## config.mk

```make
export PLATFORM = sky130hd
export DESIGN_NAME = divu_top
export DESIGN_NICKNAME = d
export VERILOG_FILES = /design/src/rtl/divu_pkg.sv /design/src/rtl/divu_core.sv /design/src/rtl/divu_sign.sv /design/src/rtl/divu_timer.sv /design/src/rtl/divu_top.sv
export SDC_FILE = /design/constraint.sdc
export NUM_CORES = 2
export LEC_CHECK = 0
export BUFFER_PORTS_ARGS = -buffer_cell sky130_fd_sc_hd__buf_4
export CAP_MARGIN = 15
export CORE_ASPECT_RATIO = 0.5
export CORE_UTILIZATION = 40
export DETAILED_ROUTE_END_ITERATION = 8
export PLACE_DENSITY_LB_ADDON = 0.25
export SYNTH_ARGS = -nofsm -noshare
export SYNTH_HDL_FRONTEND = slang
export SYNTH_SLANG_ARGS = --single-unit
```

## constraint.sdc

```tcl
create_clock -name clk -period 8.3 [get_ports clk]
set_input_delay 0.415 -clock clk [delete_from_list [all_inputs] [get_ports clk]]
set_output_delay 0.415 -clock clk [all_outputs]
set_load 0.01 [all_outputs]
```

## src/rtl/divu_pkg.sv

```systemverilog
package divu_pkg;

  typedef enum logic [1:0] {
    DM_32_32  = 2'd0,
    DM_64_32  = 2'd1,
    DM_64_64  = 2'd2,
    DM_64_64B = 2'd3
  } div_mode_e;

endpackage

```

## src/rtl/divu_core.sv

```systemverilog
module divu_core #(
  parameter int W    = 64,
  parameter int STEP = 2
) (
  input  logic         clk,
  input  logic         rst,
  input  logic         start,
  input  logic         half_op,
  input  logic [W-1:0] a_mag,
  input  logic [W-1:0] b_mag,
  output logic         done,
  output logic [W-1:0] q_mag,
  output logic [W-1:0] r_mag
);
  localparam int H     = W / 2;
  localparam int CNT_W = $clog2(W / STEP + 1);

  logic [W-1:0]     rem_q, sh_q, div_q;
  logic [CNT_W-1:0] cnt_q;
  logic             run_q;

  logic [W-1:0] rs [STEP+1];
  logic [W-1:0] ss [STEP+1];

  assign rs[0] = rem_q;
  assign ss[0] = sh_q;

  for (genvar i = 0; i < STEP; i++) begin : g_stage
    logic [W:0] trial;
    logic       ge;
    assign trial     = {rs[i], ss[i][W-1]};
    assign ge        = trial >= {1'b0, div_q};
    assign rs[i+1]   = ge ? (trial[W-1:0] - div_q) : trial[W-1:0];
    assign ss[i+1]   = {ss[i][W-2:0], ge};
  end

  always_ff @(posedge clk) begin
    if (rst) begin
      rem_q <= '0;
      sh_q  <= '0;
      div_q <= '0;
      cnt_q <= '0;
      run_q <= 1'b0;
    end else if (start) begin
      rem_q <= '0;
      sh_q  <= half_op ? {a_mag[H-1:0], {H{1'b0}}} : a_mag;
      div_q <= b_mag;
      cnt_q <= half_op ? CNT_W'(H / STEP) : CNT_W'(W / STEP);
      run_q <= 1'b1;
    end else if (run_q) begin
      rem_q <= rs[STEP];
      sh_q  <= ss[STEP];
      cnt_q <= cnt_q - 1'b1;
      if (cnt_q == CNT_W'(1)) run_q <= 1'b0;
    end
  end

  assign done  = !run_q;
  assign q_mag = sh_q;
  assign r_mag = rem_q;
endmodule

```

## src/rtl/divu_sign.sv

```systemverilog
module divu_sign
  import divu_pkg::*;
#(
  parameter int W = 64
) (
  input  div_mode_e    mode,
  input  logic [W-1:0] numer,
  input  logic [W-1:0] denom,
  input  logic [W-1:0] q_mag,
  input  logic [W-1:0] r_mag,
  output logic [W-1:0] a_mag,
  output logic [W-1:0] b_mag,
  output logic [W-1:0] quot,
  output logic [W-1:0] rem,
  output logic         dz
);
  localparam int H = W / 2;

  logic [W-1:0] en, ed;
  logic         sn, sd;

  always_comb begin
    unique case (mode)
      DM_32_32: begin
        en = {{H{numer[H-1]}}, numer[H-1:0]};
        ed = {{H{denom[H-1]}}, denom[H-1:0]};
      end
      DM_64_32: begin
        en = numer;
        ed = {{H{denom[H-1]}}, denom[H-1:0]};
      end
      default: begin
        en = numer;
        ed = denom;
      end
    endcase
    sn    = en[W-1];
    sd    = ed[W-1];
    a_mag = sn ? -en : en;
    b_mag = sd ? -ed : ed;
    dz    = (ed == '0);
    if (dz) begin
      quot = sn ? W'(1) : '1;
      rem  = en;
    end else begin
      quot = (sn ^ sd) ? -q_mag : q_mag;
      rem  = sn ? -r_mag : r_mag;
    end
  end
endmodule

```

## src/rtl/divu_timer.sv

```systemverilog
module divu_timer #(
  parameter int LAT_FULL = 68,
  parameter int LAT_FAST = 36
) (
  input  logic clk,
  input  logic rst,
  input  logic restart,
  input  logic fast,
  output logic busy,
  output logic fire
);
  localparam int CW = $clog2(LAT_FULL);

  logic [CW-1:0] cnt_q;
  logic          busy_q;

  always_ff @(posedge clk) begin
    if (rst) begin
      busy_q <= 1'b0;
      cnt_q  <= '0;
    end else if (restart) begin
      busy_q <= 1'b1;
      cnt_q  <= fast ? CW'(LAT_FAST - 1) : CW'(LAT_FULL - 1);
    end else if (busy_q) begin
      if (cnt_q == '0) busy_q <= 1'b0;
      else             cnt_q  <= cnt_q - 1'b1;
    end
  end

  assign busy = busy_q;
  assign fire = busy_q && (cnt_q == '0) && !restart;
endmodule

```

## src/rtl/divu_top.sv

```systemverilog
module divu_top
  import divu_pkg::*;
#(
  parameter int OP_W     = 64,
  parameter int HW_W     = 16,
  parameter int ADDR_W   = 5,
  parameter int LAT_FULL = 68,
  parameter int LAT_FAST = 36,
  parameter int STEP     = 2
) (
  input  logic              clk,
  input  logic              rst,
  input  logic              wr_en,
  input  logic [ADDR_W-1:0] wr_addr,
  input  logic [HW_W-1:0]   wr_data,
  input  logic [ADDR_W-1:0] rd_addr,
  output logic [HW_W-1:0]   rd_data
);
  localparam int NHW   = OP_W / HW_W;
  localparam int IDX_W = $clog2(NHW);
  localparam int RG_W  = ADDR_W - IDX_W;
  localparam logic [RG_W-1:0] RG_CTRL = RG_W'(0);
  localparam logic [RG_W-1:0] RG_NUM  = RG_W'(1);
  localparam logic [RG_W-1:0] RG_DEN  = RG_W'(2);
  localparam logic [RG_W-1:0] RG_QUO  = RG_W'(3);
  localparam logic [RG_W-1:0] RG_REM  = RG_W'(4);

  logic [OP_W-1:0] numer_q, denom_q, quot_q, rem_q;
  div_mode_e       mode_q, mode_next;
  logic            dz_q, start_q;
  logic [HW_W-1:0] rd_data_q;

  logic [RG_W-1:0]  wr_rg, rd_rg;
  logic [IDX_W-1:0] wr_ix, rd_ix;
  logic             hit_ctrl, hit_num, hit_den, restart, fast_next;
  logic             busy, fire, core_done, dz_now;
  logic [OP_W-1:0]  a_mag, b_mag, q_mag, r_mag, quot_now, rem_now;
  logic [HW_W-1:0]  ctrl_word;

  assign wr_rg = wr_addr[ADDR_W-1:IDX_W];
  assign wr_ix = wr_addr[IDX_W-1:0];
  assign rd_rg = rd_addr[ADDR_W-1:IDX_W];
  assign rd_ix = rd_addr[IDX_W-1:0];

  assign hit_ctrl  = wr_en && (wr_rg == RG_CTRL) && (wr_ix == '0);
  assign hit_num   = wr_en && (wr_rg == RG_NUM);
  assign hit_den   = wr_en && (wr_rg == RG_DEN);
  assign restart   = hit_ctrl || hit_num || hit_den;
  assign mode_next = hit_ctrl ? div_mode_e'(wr_data[1:0]) : mode_q;
  assign fast_next = (mode_next != DM_32_32);

  divu_timer #(
    .LAT_FULL(LAT_FULL),
    .LAT_FAST(LAT_FAST)
  ) i_timer (
    .clk    (clk),
    .rst    (rst),
    .restart(restart),
    .fast   (fast_next),
    .busy   (busy),
    .fire   (fire)
  );

  divu_sign #(
    .W(OP_W)
  ) i_sign (
    .mode (mode_q),
    .numer(numer_q),
    .denom(denom_q),
    .q_mag(q_mag),
    .r_mag(r_mag),
    .a_mag(a_mag),
    .b_mag(b_mag),
    .quot (quot_now),
    .rem  (rem_now),
    .dz   (dz_now)
  );

  divu_core #(
    .W   (OP_W),
    .STEP(STEP)
  ) i_core (
    .clk    (clk),
    .rst    (rst),
    .start  (start_q),
    .half_op(mode_q == DM_32_32),
    .a_mag  (a_mag),
    .b_mag  (b_mag),
    .done   (core_done),
    .q_mag  (q_mag),
    .r_mag  (r_mag)
  );

  always_ff @(posedge clk) begin
    if (rst) begin
      numer_q <= '0;
      denom_q <= '0;
      quot_q  <= '0;
      rem_q   <= '0;
      mode_q  <= DM_32_32;
      dz_q    <= 1'b0;
      start_q <= 1'b0;
    end else begin
      start_q <= restart;
      if (hit_ctrl) mode_q <= mode_next;
      if (hit_num)  numer_q[wr_ix*HW_W +: HW_W] <= wr_data;
      if (hit_den)  denom_q[wr_ix*HW_W +: HW_W] <= wr_data;
      if (fire) begin
        quot_q <= quot_now;
        rem_q  <= rem_now;
        dz_q   <= dz_now;
      end
    end
  end

  assign ctrl_word = {busy, dz_q, {(HW_W-4){1'b0}}, 2'(mode_q)};

  always_ff @(posedge clk) begin
    if (rst) begin
      rd_data_q <= '0;
    end else begin
      unique case (rd_rg)
        RG_CTRL: rd_data_q <= (rd_ix == '0) ? ctrl_word : '0;
        RG_NUM:  rd_data_q <= numer_q[rd_ix*HW_W +: HW_W];
        RG_DEN:  rd_data_q <= denom_q[rd_ix*HW_W +: HW_W];
        RG_QUO:  rd_data_q <= quot_q[rd_ix*HW_W +: HW_W];
        RG_REM:  rd_data_q <= rem_q[rd_ix*HW_W +: HW_W];
        default: rd_data_q <= '0;
      endcase
    end
  end

  assign rd_data = rd_data_q;
endmodule

```

==> After elaboration in Yosys (flattened, before gate mapping) <==
Index checks and enable logic that the tools add are counted.
{ "totals": {"regBits": 483, "latchBits": 0, "ramBits": 0, "rom_bits": 0, "input_bits": 29, "output_inout_bits": 16, "wordCells": 96, "mem_count": 0} }
{ "classes": {"n_addsub": 9, "multipliers": 0, "div_mod_pow": 0, "order_cmp": 2, "eq_ne": 9, "n_shift": 6, "mux": 32, "bitwise_logic": 1, "reduce_logical": 22} }
{ "ops": {"columns": ["cell", "count"], "rows": [
  ["64-bit 2-to-1 mux", 14],
  ["64-bit negation", 4],
  ["64-bit by 7-bit variable part select with 16-bit output", 4],
  ["65-bit by 64-bit >= comparator with 1-bit output", 2],
  ["64-bit bitwise mux", 2],
  ["64-bit subtractor", 2],
  ["16-bit one-hot mux with 5 select lines", 1],
  ["64-bit logical NOT", 1],
  ["16-bit by 34-bit variable shift with 64-bit output, first input constant", 1],
  ["16-bit by 34-bit variable part select with 64-bit output", 1],
  ["6-bit negation with 34-bit output", 1],
  ["7-bit 2-to-1 mux", 4],
  ["6-bit 2-to-1 mux", 3],
  ["16-bit 2-to-1 mux", 1],
  ["3-bit by 2-bit == test with 1-bit output, second input constant", 3],
  ["7-bit logical NOT", 1],
  ["7-bit by 1-bit subtractor with 7-bit output, second input constant", 1],
  ["3-bit by 1-bit == test with 1-bit output, second input constant", 2],
  ["6-bit by 1-bit == test with 1-bit output, second input constant", 1],
  ["1-bit logical AND", 6],
  ["2-bit logical NOT", 3],
  ["3-bit logical NOT", 2],
  ["1-bit 2-to-1 mux", 6],
  ["2-bit nonzero test", 3],
  ["10 further kinds", 12]
]} }

==> Logic depth before layout (Yosys ltp) <==
{ "logic_depth": {"ltp_word": 7, "mapped_depth": 30, "ltp_nobuf": 25} }

==> Hierarchy <==
A second synthesis with hierarchy kept.
{ "unflattened": {"cells_unflattened": 4974, "hier_area_um2": 37374.6} }
{ "by_module_without_submodules": {"columns": ["module", "n_inst", "cells_per_inst", "area_each_um2", "seq_area_each_um2"], "rows": [
  ["divu_core", 1, 2299, 17280.3, 3983.8],
  ["divu_top", 1, 1352, 11932.7, 5525.3],
  ["divu_sign", 1, 1278, 7754.9, 0.0],
  ["divu_timer", 1, 45, 406.6, 160.2]
]} }

==> Least setup slack after synthesis <==
OpenSTA, ideal clock, no wires.
{ "synth_timing": {"kind": "register to register", "startpoint": "register i_core.rem_q[22] (netlist: i_core.r_mag[22])", "endpoint": "register i_core.rem_q[58] (netlist: i_core.r_mag[58])", "setup_time_ns": 0.095, "t_arrival_ns": 5.992, "t_required_ns": 8.205, "path_slack_ns": 2.212, "path_stages_with_launch": 27, "path_buffers": 5, "synth_period_minus_slack_ns": 6.088, "path_cell_list": "dfxtp_1 > ha_1 > clkbuf_1 > nand2_1 > nor4_1 > nand2_1 > o221ai_1 > o21ai_1 > o21ai_2 > a21o_1 > buf_1 > buf_1 > a21oi_1 > ha_1 > clkbuf_1 > nand2_1 > nor3_1 > nand3b_1 > or2_2 > o221ai_1 > a21oi_1 > o31ai_1 > o21ai_0 > and4_1 > clkbuf_1 > or4_1 > a221oi_1"} }
{ "synth_via": {"elab_chain_cells": 4, "word_cells_on_any_way": 6, "classes_between": "add/sub: 2; order compare: 2; mux: 2"} }
{ "synth_rtl": {"columns": ["element", "line", "text"], "rows": [
  ["start: declaration", "divu_core.sv:18", "logic [W-1:0] rem_q, sh_q, div_q;"],
  ["start signal: assignment", "divu_core.sv:51", "rem_q <= rs[STEP];"],
  ["64-bit subtractor / 65-bit by 64-bit >= comparator with 1-bit output (equally long branches)", "divu_core.sv:33, divu_core.sv:32", null],
  ["64-bit 2-to-1 mux *", "divu_core.sv:33", "assign rs[i+1] = ge ? (trial[W-1:0] - div_q) : trial[W-1:0];"],
  ["64-bit subtractor / 65-bit by 64-bit >= comparator with 1-bit output (equally long branches)", "divu_core.sv:33, divu_core.sv:32", null],
  ["64-bit 2-to-1 mux *", "divu_core.sv:33", null]
]} }
Every way passes the cells marked *; elsewhere a longest branch is shown, timed or not.
A chain may end at the register's enable or synchronous reset.

==> Worst setup path after layout <==
{ "layout_timing": {"startpoint": "register i_core.rem_q[10] (netlist: i_core.r_mag[10])", "endpoint": "register i_core.rem_q[27] (netlist: i_core.r_mag[27])"} }
The elaborated chain is that of the path after synthesis.

==> impl_metrics.tcl <==
set metrics [dict create \
    run_status "completed" \
    period_minus_slack_ns 7.55 \
    syn_nets 5135 \
    synthCells 4964 \
    gp_routability_congestion 0.993 \
    portBuffers 44 \
    met1_usage_pct 50.8 \
    cts_resized 0 \
    hold_end "denom_q[11]$_SDFFE_PP0P_" \
    vdd_drop_max_uv 467 \
    worstHoldStart "wr_data[11]" \
    clockPowerShare_pct 16.8 \
    antenna_found_initial 5 \
    synth_area_leaders "dfxtp_1 27%, a21oi_1 8.0%, nand2_1 6.0%, nor2_1 6.0%, ha_1 4.9%" \
    crit_path_max_incr_delay_ns 0.58 \
    synth_top_area_share_pct 26.8 \
    grt_util_all_layers_pct 32.9 \
    startpoint_type "flip-flop" \
    fmax_mhz 132 \
    vias 37900 \
    hp-class "in -> reg" \
    maxSlewViolCount 0 \
    start_util_pct 40.6 \
    timing.final.crit_share_pct 91.0 \
    yosysWarnings 0 \
    die_h_um 214 \
    cts_setup_buffers 0 \
    grt_max_degree 102 \
    power.density_mw_per_mm2 395 \
    yosysTopAreaCell "dfxtp_1" \
    cts_buffers 51 \
    cp.required_ns 8.85 \
    chipWidth_um 427 \
    synth_seq_cells 483 \
    crit_fanout 17 \
    ys_seq_area_share_pct 26.8 \
    row_count 77 \
    clkSinkCount 483 \
    cts_hold_buf 0 \
    antenna_cells 0 \
    p_seq_share_pct 16.4 \
    cp_slowest_cell "a21oi_2" \
    grt_first_pass_wirelength_um 228000 \
    syn_area_per_cell_um2 7.27 \
    die_area_mm2 0.0915 \
    rsz0062_at_grt "false" \
    grt_overflow 0 \
    ys_dominant_reg_cell "dfxtp_1" \
    slew-limit-headroom_pct 19.2 \
    wirelength_um 156000 \
    cap_violations 0 \
    pwr-share-comb_pct 66.9 \
    p_leak_uw 0.0144 \
    grtUsageMet3_pct 7.28 \
    dr.first_iter.drc_count 5153 \
    synth_edf_count 0 \
    skew_ns 0.0179 \
    coreArea_mm2 0.0888 \
    antenna_left 0 \
    path_clk_slew_ns 0.07 \
    clk_latency_ns 0.66 \
    rr_worst_depth 25 \
    internal_power_uw 7540 \
    cp-end-kind "flip-flop" \
    via_per_inst 6.36 \
    synth_async_sr_flop_share_pct 0 \
    dpl.hpwl_um 118000 \
    mostFrequentLayoutCell "a21oi_1" \
    wl_per_cell_um 26.2 \
    cts.htree.levels 2 \
    clockBufferDepth 3 \
    ctsRootBufferMaster "clkbuf_16" \
    synth_area_mm2 0.0361 \
    arrival_ns 8.10 \
    synth_cell_types 95 \
    final_cell_mix "574 x a21oi_1, 572 x nand2_1, 568 x nor2_1, 480 x dfxtp_1, 287 x o21ai_0" \
    hold_viol_final 0 \
    crit_type "reg -> reg" \
    nets 4917 \
    power_uw 15400 \
    drc 0 \
    worst_path_most_repeated_cell "a21oi_1" \
    r2r_setup_slack_ns 0.75 \
    busiest_layer "met1" \
    worst_path_dominant_cell_family "compound AO/OA/AOI/OAI gates" \
    drive_above_1_share_pct 6.33 \
    worstHoldPathCells 3 \
    grt_pass1_vias 33900 \
    cts_tree "built" \
    rr_startpoint "i_core.r_mag[10]$_SDFFE_PP0P_" \
    p_sw_uw 7810 \
    swShare_pct 50.9 \
    setup-tns-final_ns 0 \
    boundaryPins 45 \
    firstDrtPassIters 7 \
    r2r_end "i_core.r_mag[27]$_SDFFE_PP0P_" \
    critPathBufInv 4 \
    setup_viol 0 \
    fillers 9181 \
    tightest_slew_ns 1.21 \
    syn_to_final_growth_pct 7.67 \
    grt.met2_usage_pct 44.0 \
]
==> power by group through the flow <==
stage                     sequential (uW)  combinational (uW)  clock [uW]
after floorplan                      2500                7220           0
after global placement               2550               10000           0
after detailed placement             2550                9940           0
after CTS                            2500               10000        2590
after global routing                 2510               11100        2690
final                                2510               10300        2570
==> final cells by class <==
cell class,instances,area [um^2],area share (%)
Clock buffer,67,1470,3.78
Timing Repair Buffer,122,961,2.47
Multi-Input combinational cell,3954,24400,62.9
Sequential cell,483,9680,24.9
Inverter,134,503,1.29
Clock inverter,24,330,0.850
Tap cell,1185,1480,3.82
==> worst reg2reg max path, cell delays in order, from the launching register on <==
cell	delay [ns]
dfxtp_1	0.52
ha_1	0.39
a21oi_1	0.35
nand2_1	0.12
a221oi_2	0.40
o221ai_1	0.26
o21ai_1	0.18
buf_4	0.17
o21ai_2	0.12
a21oi_2	0.58
buf_12	0.25
nand2_1	0.07
o21ai_0	0.16
ha_1	0.37
a21oi_1	0.45
o2111ai_1	0.19
a21oi_1	0.47
o221ai_1	0.18
buf_4	0.19
a21oi_1	0.54
o31ai_1	0.23
o21ai_0	0.25
and4_2	0.32
buf_4	0.28
nor3_1	0.10
a311o_1	0.33
==> worst max path at each step <==
stage,cells after the start,to,startpoint
after CTS,22,i_core.r_mag[58]$_SDFFE_PP0P_,i_core.div_q[20]$_SDFFE_PP0P_
after global placement,25,i_core.r_mag[27]$_SDFFE_PP0P_,i_core.r_mag[10]$_SDFFE_PP0P_
after detailed placement,21,i_core.r_mag[58]$_SDFFE_PP0P_,i_core.r_mag[18]$_SDFFE_PP0P_
final,25,i_core.r_mag[27]$_SDFFE_PP0P_,i_core.r_mag[10]$_SDFFE_PP0P_
after global routing,26,i_core.r_mag[7]$_SDFFE_PP0P_,i_core.r_mag[10]$_SDFFE_PP0P_
after floorplan,26,i_core.r_mag[58]$_SDFFE_PP0P_,i_core.r_mag[22]$_SDFFE_PP0P_
==> kinds of logic after synthesis <==
| group | count (synthesis) | share of synthesized area (%) |
|---|---|---|
| xor+xnor | 356 | 8.64 |
| compound gates | 1629 | 28.5 |
| buf+inv | 527 | 5.77 |
| fa+ha+maj | 142 | 4.97 |
| simple gates | 1700 | 21.5 |
| flops | 483 | 26.8 |
| mux | 127 | 3.78 |
==> synthesized netlist by cell type, drive strengths merged, types with 16 or more instances <==
master  count
a21oi     577
nor2      575
nand2     574
dfxtp     483
clkbuf    327
o21ai     313
xnor2     191
a211oi    178
xor2      165
nor3      141
ha        140
inv       134
mux2i     115
a31oi      78
buf        66
nand3      64
o211ai     60
a21o       57
o31ai      51
or3        48
nand2b     47
nand4      43
a22oi      38
nor2b      36
a221oi     34
and3       31
nor4       30
o41ai      27
and2       24
o22a       24
o22ai      24
o21bai     23
or4        23
o21a       18
a311oi     16
==> layer usage <==
metal  vias up  wire (um)
met3       249      19000
met5         -          0
li1      17400          -
met1     18200      72400
met4         0       5260
met2      2070      59800
==> per-stage QoR <==
stage          setup slack, ns  instance area (um^2)  utilization (%)  std cells  hold slack (ns)
5_1_grt                  0.412                 38800             43.7       5969           0.0597
3_3_place_gp              1.02                 37000             41.7       5878            0.441
2_1_floorplan             2.21                 36100                -       4964            0.415
6_report                 0.747                 38800             43.7       5969           0.0633
4_1_cts                  0.973                 38800             43.7       5969           0.0370
3_5_place_dp             0.991                 37000             41.7       5878            0.447
==> sequential cells by signal (all words and copies together) (netlist names), 2 cells and up <==
name,cells
denom_q,64
i_core.div_q,64
i_core.q_mag,64
i_core.r_mag,64
numer_q,64
quot_q,64
rem_q,64
rd_data,16
i_timer.cnt_q,7
i_core.cnt_q,6
mode_q,2
No activity file was read; power rests on OpenSTA's default activity.
